**src/rtl/shsat_pkg.sv**
```systemverilog
// Shared types for the shift-and-saturate unit.
// Assumes the fixed 32-bit instruction field layout that the decoder relies on.
package shsat_pkg;

    typedef enum logic {
        SHK_LSL = 1'b0,
        SHK_ASR = 1'b1
    } shift_kind_e;

    typedef struct packed {
        logic [3:0]  cond;
        logic [4:0]  width;
        logic [3:0]  dest;
        logic [4:0]  amount;
        shift_kind_e kind;
    } sat_op_t;

    localparam logic [3:0] COND_ALWAYS = 4'hE;

    // Evaluates a 4-bit condition code against flags {N,Z,C,V}.
    function automatic logic cond_holds(input logic [3:0] cond, input logic [3:0] flags);
        logic n, z, c, v;
        logic res;
        n = flags[3];
        z = flags[2];
        c = flags[1];
        v = flags[0];
        case (cond)
            4'h0:    res = z;
            4'h1:    res = !z;
            4'h2:    res = c;
            4'h3:    res = !c;
            4'h4:    res = n;
            4'h5:    res = !n;
            4'h6:    res = v;
            4'h7:    res = !v;
            4'h8:    res = c && !z;
            4'h9:    res = !c || z;
            4'hA:    res = (n == v);
            4'hB:    res = (n != v);
            4'hC:    res = !z && (n == v);
            4'hD:    res = z || (n != v);
            4'hE:    res = 1'b1;
            default: res = 1'b0;
        endcase
        return res;
    endfunction

endpackage

```
**src/rtl/shsat_decode.sv**
```systemverilog
// Field decoder and condition check.
// Splits the instruction word into the operation fields and evaluates
// its condition against the current flags. Purely combinational.
module shsat_decode
    import shsat_pkg::*;
(
    input  logic [31:0] instr,
    input  logic [3:0]  nzcv,
    output sat_op_t     op,
    output logic        cond_pass
);

    logic unused_instr_bits;

    // Pulls the fields out of their fixed bit positions.
    always_comb begin
        op.cond   = instr[31:28];
        op.width  = instr[20:16];
        op.dest   = instr[15:12];
        op.amount = instr[11:7];
        op.kind   = shift_kind_e'(instr[6]);
    end

    // Bits with no meaning to this unit.
    assign unused_instr_bits = ^{instr[27:21], instr[5:0]};

    // The condition gates execution.
    assign cond_pass = cond_holds(op.cond, nzcv);

endmodule

```
**src/rtl/shsat_shifter.sv**
```systemverilog
// Operand shifter ahead of the clamp.
// Left logical or right arithmetic. A right shift with distance 0
// stands for the widest shift, DATA_W-1. Combinational.
module shsat_shifter
    import shsat_pkg::*;
#(
    parameter int DATA_W = 32,
    localparam int AMT_W = $clog2(DATA_W)
) (
    input  logic [DATA_W-1:0] value_in,
    input  shift_kind_e       kind,
    input  logic [AMT_W-1:0]  amount,
    output logic [DATA_W-1:0] value_out
);

    localparam logic [AMT_W-1:0] WIDEST = AMT_W'(DATA_W - 1);

    logic [AMT_W-1:0] asr_amount;

    // A zero distance on a right shift is redefined as the widest shift.
    assign asr_amount = (amount == '0) ? WIDEST : amount;

    // Picks the shift direction.
    always_comb begin
        if (kind == SHK_LSL)
            value_out = value_in << amount;
        else
            value_out = DATA_W'($signed(value_in) >>> asr_amount);
    end

endmodule

```
**src/rtl/shsat_clamp.sv**
```systemverilog
// Range clamp with a width field n.
// SIGNED_MODE=1 keeps the value within [-2^n, 2^n-1]. SIGNED_MODE=0
// keeps it within [0, 2^n-1]. Reports whether the value was changed.
module shsat_clamp #(
    parameter int DATA_W      = 32,
    parameter bit SIGNED_MODE = 1'b1,
    localparam int WID_W      = $clog2(DATA_W)
) (
    input  logic [DATA_W-1:0] value_in,
    input  logic [WID_W-1:0]  width,
    output logic [DATA_W-1:0] value_out,
    output logic              clamped
);

    logic [DATA_W-1:0] upper;

    // Largest value allowed: n ones in the low bits.
    assign upper = ~({DATA_W{1'b1}} << width);

    generate
        if (SIGNED_MODE) begin : g_signed
            logic [DATA_W-1:0] top;
            logic              above;
            logic              below;

            // Bits above the n-bit magnitude must all match the sign.
            assign top   = DATA_W'($signed(value_in) >>> width);
            assign above = !top[DATA_W-1] && (|top);
            assign below = top[DATA_W-1] && !(&top);

            // Selects the limit or the value unchanged.
            always_comb begin
                clamped = above || below;
                if (above)
                    value_out = upper;
                else if (below)
                    value_out = ~upper;
                else
                    value_out = value_in;
            end
        end else begin : g_unsigned
            logic negative;
            logic over;

            assign negative = value_in[DATA_W-1];
            assign over     = !negative && (value_in > upper);

            // Floors negatives at zero and caps large values.
            always_comb begin
                clamped = negative || over;
                if (negative)
                    value_out = '0;
                else if (over)
                    value_out = upper;
                else
                    value_out = value_in;
            end
        end
    endgenerate

endmodule

```
**src/rtl/shsat_unit.sv**
```systemverilog
// Shift-and-saturate execution unit, top level.
// Decodes, shifts and clamps in a single cycle and registers the
// outputs, so results appear on the edge after in_valid.
// Assumes the operand is read elsewhere. Active-low synchronous reset.
module shsat_unit
    import shsat_pkg::*;
#(
    parameter int DATA_W = 32,
    parameter int IDX_W  = 4,
    localparam int AMT_W = $clog2(DATA_W)
) (
    input  logic              clk,
    input  logic              rst_n,
    input  logic              in_valid,
    input  logic [31:0]       instr,
    input  logic [DATA_W-1:0] operand,
    input  logic [3:0]        nzcv,
    input  logic              sat_unsigned,
    output logic              out_valid,
    output logic [DATA_W-1:0] out_result,
    output logic [IDX_W-1:0]  out_dest,
    output logic              out_wen,
    output logic              out_sat_hit,
    output logic              sat_sticky
);

    sat_op_t           op;
    logic              cond_pass;
    logic [DATA_W-1:0] shifted;
    logic [DATA_W-1:0] clamp_val [2];
    logic [1:0]        clamp_hit;
    logic [DATA_W-1:0] result_d;
    logic              hit_d;
    logic              exec_d;

    shsat_decode i_decode (
        .instr     (instr),
        .nzcv      (nzcv),
        .op        (op),
        .cond_pass (cond_pass)
    );

    shsat_shifter #(.DATA_W(DATA_W)) i_shifter (
        .value_in  (operand),
        .kind      (op.kind),
        .amount    (AMT_W'(op.amount)),
        .value_out (shifted)
    );

    // Index 0 is the unsigned clamp, index 1 the signed clamp.
    generate
        for (genvar g = 0; g < 2; g++) begin : g_clamp
            shsat_clamp #(.DATA_W(DATA_W), .SIGNED_MODE(g == 1)) i_clamp (
                .value_in  (shifted),
                .width     (AMT_W'(op.width)),
                .value_out (clamp_val[g]),
                .clamped   (clamp_hit[g])
            );
        end
    endgenerate

    // Picks the clamp flavour and qualifies execution.
    always_comb begin
        result_d = sat_unsigned ? clamp_val[0] : clamp_val[1];
        hit_d    = sat_unsigned ? clamp_hit[0] : clamp_hit[1];
        exec_d   = in_valid && cond_pass;
    end

    // The output valid tracks the input valid one cycle later.
    always_ff @(posedge clk) begin
        if (!rst_n)
            out_valid <= 1'b0;
        else
            out_valid <= in_valid;
    end

    // Write enable and clamp pulse come only from executed instructions.
    always_ff @(posedge clk) begin
        if (!rst_n) begin
            out_wen     <= 1'b0;
            out_sat_hit <= 1'b0;
        end else begin
            out_wen     <= exec_d;
            out_sat_hit <= exec_d && hit_d;
        end
    end

    // Captures the result and destination of each accepted instruction.
    always_ff @(posedge clk) begin
        if (!rst_n) begin
            out_result <= '0;
            out_dest   <= '0;
        end else if (in_valid) begin
            out_result <= result_d;
            out_dest   <= IDX_W'(op.dest);
        end
    end

    // The status bit is set by clamping and cleared only by reset.
    always_ff @(posedge clk) begin
        if (!rst_n)
            sat_sticky <= 1'b0;
        else if (exec_d && hit_d)
            sat_sticky <= 1'b1;
    end

    // Assertions guarding the registered stage.
    assert_valid_follows_R9: assert property (@(posedge clk) disable iff (!rst_n)
        in_valid |=> out_valid)
        else $error("out_valid missing after in_valid");

    assert_valid_idle_R9: assert property (@(posedge clk) disable iff (!rst_n)
        !in_valid |=> !out_valid)
        else $error("out_valid without in_valid");

    assert_wen_in_valid_R9: assert property (@(posedge clk) disable iff (!rst_n)
        out_wen |-> out_valid)
        else $error("out_wen without out_valid");

    assert_sticky_holds_R6: assert property (@(posedge clk) disable iff (!rst_n)
        sat_sticky |=> sat_sticky)
        else $error("sticky bit dropped");

    assert_hit_sets_sticky_R6: assert property (@(posedge clk) disable iff (!rst_n)
        out_sat_hit |-> (sat_sticky && out_wen))
        else $error("clamp pulse without sticky bit or write");

    assert_fail_no_write_R8: assert property (@(posedge clk) disable iff (!rst_n)
        (in_valid && !cond_pass) |=> (!out_wen && !out_sat_hit))
        else $error("write on failed condition");

    assert_always_exec_R7: assert property (@(posedge clk) disable iff (!rst_n)
        (in_valid && op.cond == COND_ALWAYS) |=> out_wen)
        else $error("always condition did not execute");

    assert_unsigned_range_R5: assert property (@(posedge clk) disable iff (!rst_n)
        in_valid |-> (clamp_val[0] <= ~({DATA_W{1'b1}} << op.width)))
        else $error("unsigned clamp above limit");

endmodule

```
**config.mk**
```make
export PLATFORM = sky130hd
export DESIGN_NAME = shsat_unit
export DESIGN_NICKNAME = d
export VERILOG_FILES = /design/src/rtl/shsat_pkg.sv /design/src/rtl/shsat_decode.sv /design/src/rtl/shsat_shifter.sv /design/src/rtl/shsat_clamp.sv /design/src/rtl/shsat_unit.sv
export SDC_FILE = /design/constraint.sdc
export NUM_CORES = 1
export LEC_CHECK = 0
export BUFFER_PORTS_ARGS = -buffer_cell sky130_fd_sc_hd__buf_2
export CAP_MARGIN = 20
export CELL_PAD_IN_SITES_DETAIL_PLACEMENT = 0
export CELL_PAD_IN_SITES_GLOBAL_PLACEMENT = 1
export CORE_MARGIN = 5
export CORE_UTILIZATION = 35
export DETAILED_ROUTE_END_ITERATION = 12
export PLACE_DENSITY_LB_ADDON = 0.1
export RECOVER_POWER = 50
export SETUP_SLACK_MARGIN = 0.05
export SKIP_LAST_GASP = 1
export SYNTH_ARGS = -nofsm -noshare
export SYNTH_HDL_FRONTEND = slang
export SYNTH_HIERARCHICAL = 1
export SYNTH_SLANG_ARGS = --single-unit
```
**constraint.sdc**
```tcl
create_clock -name clk -period 6.2 [get_ports clk]
set_clock_uncertainty 0.05 [all_clocks]
set_input_delay 1.24 -clock clk [delete_from_list [all_inputs] [get_ports clk]]
set_output_delay 1.24 -clock clk [all_outputs]
set_load 0.02 [all_outputs]
```
==> results.toml <==
[clock_network]
clock-sinks = 40
path_clk_slew_ns = 0.06
worstSkewPairLatency_ns = 0.29
cts_tree = "yes"
htree_levels = 2
clockBufferDepth = 2
cts_inserted_buffers = 5
cts-root-buf = "clkbuf_16"
ctsHoldBuffers = 0

[logic_synthesis]
syn_avg_cell_area_sq_um = 7.61
synth_fp_nets = 1605
netlist_instances = 1502
yosys_warnings = 6
netlist_area_sq_mm = 0.0114

[finish]
fin_nets = 2012
drive_gt1_share_pct = 42.7
area_growth_pct = 41.5
post_layout_nonfiller_instances = 2352
fillCellCount = 3316
antenna_cells = 0

[critical_path]
r2r-end = "out_result[1]"
worstSetupPathType = "primary input to flip-flop"
crit_end = "out_result[8]"
r2r_slack_ns = 5.48
r2r_start = "out_result[1]"
crit_arrival_ns = 6.52
reg2regPathDepth = 2
crit_fanout = 8
end_kind = "flip-flop"
crit_start = "instr[10]"
worst_ep_required_time_ns = 6.37
start_kind = "primary input"

[routing]
wirelength_um = 55700
vias_per_cell = 6.00
drtPass1Iterations = 5
ant_nets = 0
drc = 0
post_drt_wl_per_cell_um = 23.7
num_vias = 14100
drtIter0Drc = 1120

[job]
cap_violations = 0

[sta]
slew_headroom_pct = 24.6
tightest_slew_ns = 1.13
setup_tns_ns = -0.930
setup_viol = 17
fin_crit_sh_pct = 102
grt_setup_unrepaired = "yes"
report.final.slew_viol_count = 0
timing.fmax_mhz = 158
finalHoldViolCount = 0
final.setup.worst_slack_ns = -0.149
final.min_clock_period_ns = 6.35

[die]
die_x_um = 191
coreArea_sq_mm = 0.0324
num_rows = 66
die-area_sq_mm = 0.0364
die_h_um = 191
ios = 112
initial_core_util_pct = 35.3

[placed_design]
dp_cells = 2313
portBuffers = 98
place_congestion = 0.960
dpl.hpwl_um = 45000

[global_route]
use_met1_pct = 36.8
grt_overflow_total = 0
track_usage_pct = 29.7
busiest_layer = "met2"
grtUsageMet3_pct = 2.82
grt_use_met2_pct = 52.4
grt_max_degree = 71
grt_pass1_wl_um = 84900
grt_pass1_vias = 14000
antenna_found_initial = 0

[run_status]
outcome = "complete, but fails checks"
violations = "negative setup slack"

[hold_path]
hold_path_class = "flip-flop to flip-flop"

[pwr]
powerDensity_mw_per_mm2 = 145
p_leak_nw = 7.12
ir_drop_v = 0.000116
==> through the flow <==
stage                     instance area, sq um  utilization (%)  hold WS, ns  total power, mW  setup slack (ns)
after global placement                   15100             46.6        0.380             1.91            -0.972
final                                    16200             50.0        0.404             2.34            -0.149
after detailed placement                 15100             46.6        0.407             1.91            -0.924
after floorplan                          11500                -        0.490             1.22           -0.0676
after global routing                     16200             50.0        0.422             2.47            -0.264
after CTS                                15700             48.5        0.422             2.28           0.00768
==> cell usage in the layout (no fill, tap or decap), types with 23 or more instances in the layout <==
| cell | count |
|---|---|
| ha_1 | 31 |
| inv_1 | 24 |
| a21oi_1 | 112 |
| buf_4 | 444 |
| dfxtp_1 | 40 |
| buf_2 | 75 |
| mux2i_1 | 160 |
| a31oi_1 | 23 |
| mux2_4 | 42 |
| nor3_1 | 28 |
| o21ai_0 | 87 |
| nand2_1 | 120 |
| nand3_1 | 40 |
| mux2_2 | 49 |
| nor2_1 | 120 |
| mux4_2 | 40 |
==> final cells by class <==
class / count / area (sq um) / share of cell area (%)
tap: 442 / 553 / 3.42
sequential: 40 / 801 / 4.95
multi-input combinational: 1265 / 10200 / 63.2
inverter: 28 / 108 / 0.665
timing repair buffer: 569 / 4310 / 26.6
clock inverter: 2 / 38.8 / 0.240
clock buffer: 6 / 139 / 0.858
==> flip-flops by register name, summed over array words and instances, names as in the netlist <==
name         flops
out_valid        1
out_dest         4
out_wen          1
out_sat_hit      1
sat_sticky       1
out_result      32
==> layer usage <==
metal	up-vias	part of all wire [%]
met4	0	5.8
li1	6564	-
met2	576	49
met3	158	5.1
met5	-	0
met1	6815	40
==> power breakdown <==
part	switching, mW	total (mW)	internal, mW
Sequential	0.00991	0.290	0.280
Clock	0.109	0.311	0.202
Combinational	0.921	1.74	0.823
==> critical path: stages <==
cell      delay [ns]
buf_6           0.10
or3_4           0.45
mux2_4          0.31
mux4_2          0.58
mux2_4          0.31
mux2i_4         0.27
o221ai_4        0.16
mux4_2          0.52
mux2i_2         0.22
o32ai_2         0.10
or3_1           0.34
or3_4           0.40
nor4_4          0.28
buf_6           0.18
nand2_8         0.10
buf_4           0.16
mux2_4          0.30
mux2i_4         0.19
mux2i_4         0.11
a21oi_1         0.18
==> how the worst min path moves through the flow <==
| stage | from | endpoint | depth (start not counted) |
|---|---|---|---|
| 2_1_floorplan | sat_sticky | sat_sticky | 2 |
| 3_3_place_gp | sat_sticky | sat_sticky | 2 |
| 3_5_place_dp | sat_sticky | sat_sticky | 2 |
| 4_1_cts | sat_sticky | sat_sticky | 2 |
| 5_1_grt | sat_sticky | sat_sticky | 2 |
| 6_report | sat_sticky | sat_sticky | 2 |
==> repair_timing <==
item                                    4_1_cts  5_1_grt
endpoints found under the setup margin       33       33
resized for setup                            61       75
cloned                                        1        2
pin swaps                                    15       45
buffers inserted                             18       10
Power figures use the tool's default switching activity.
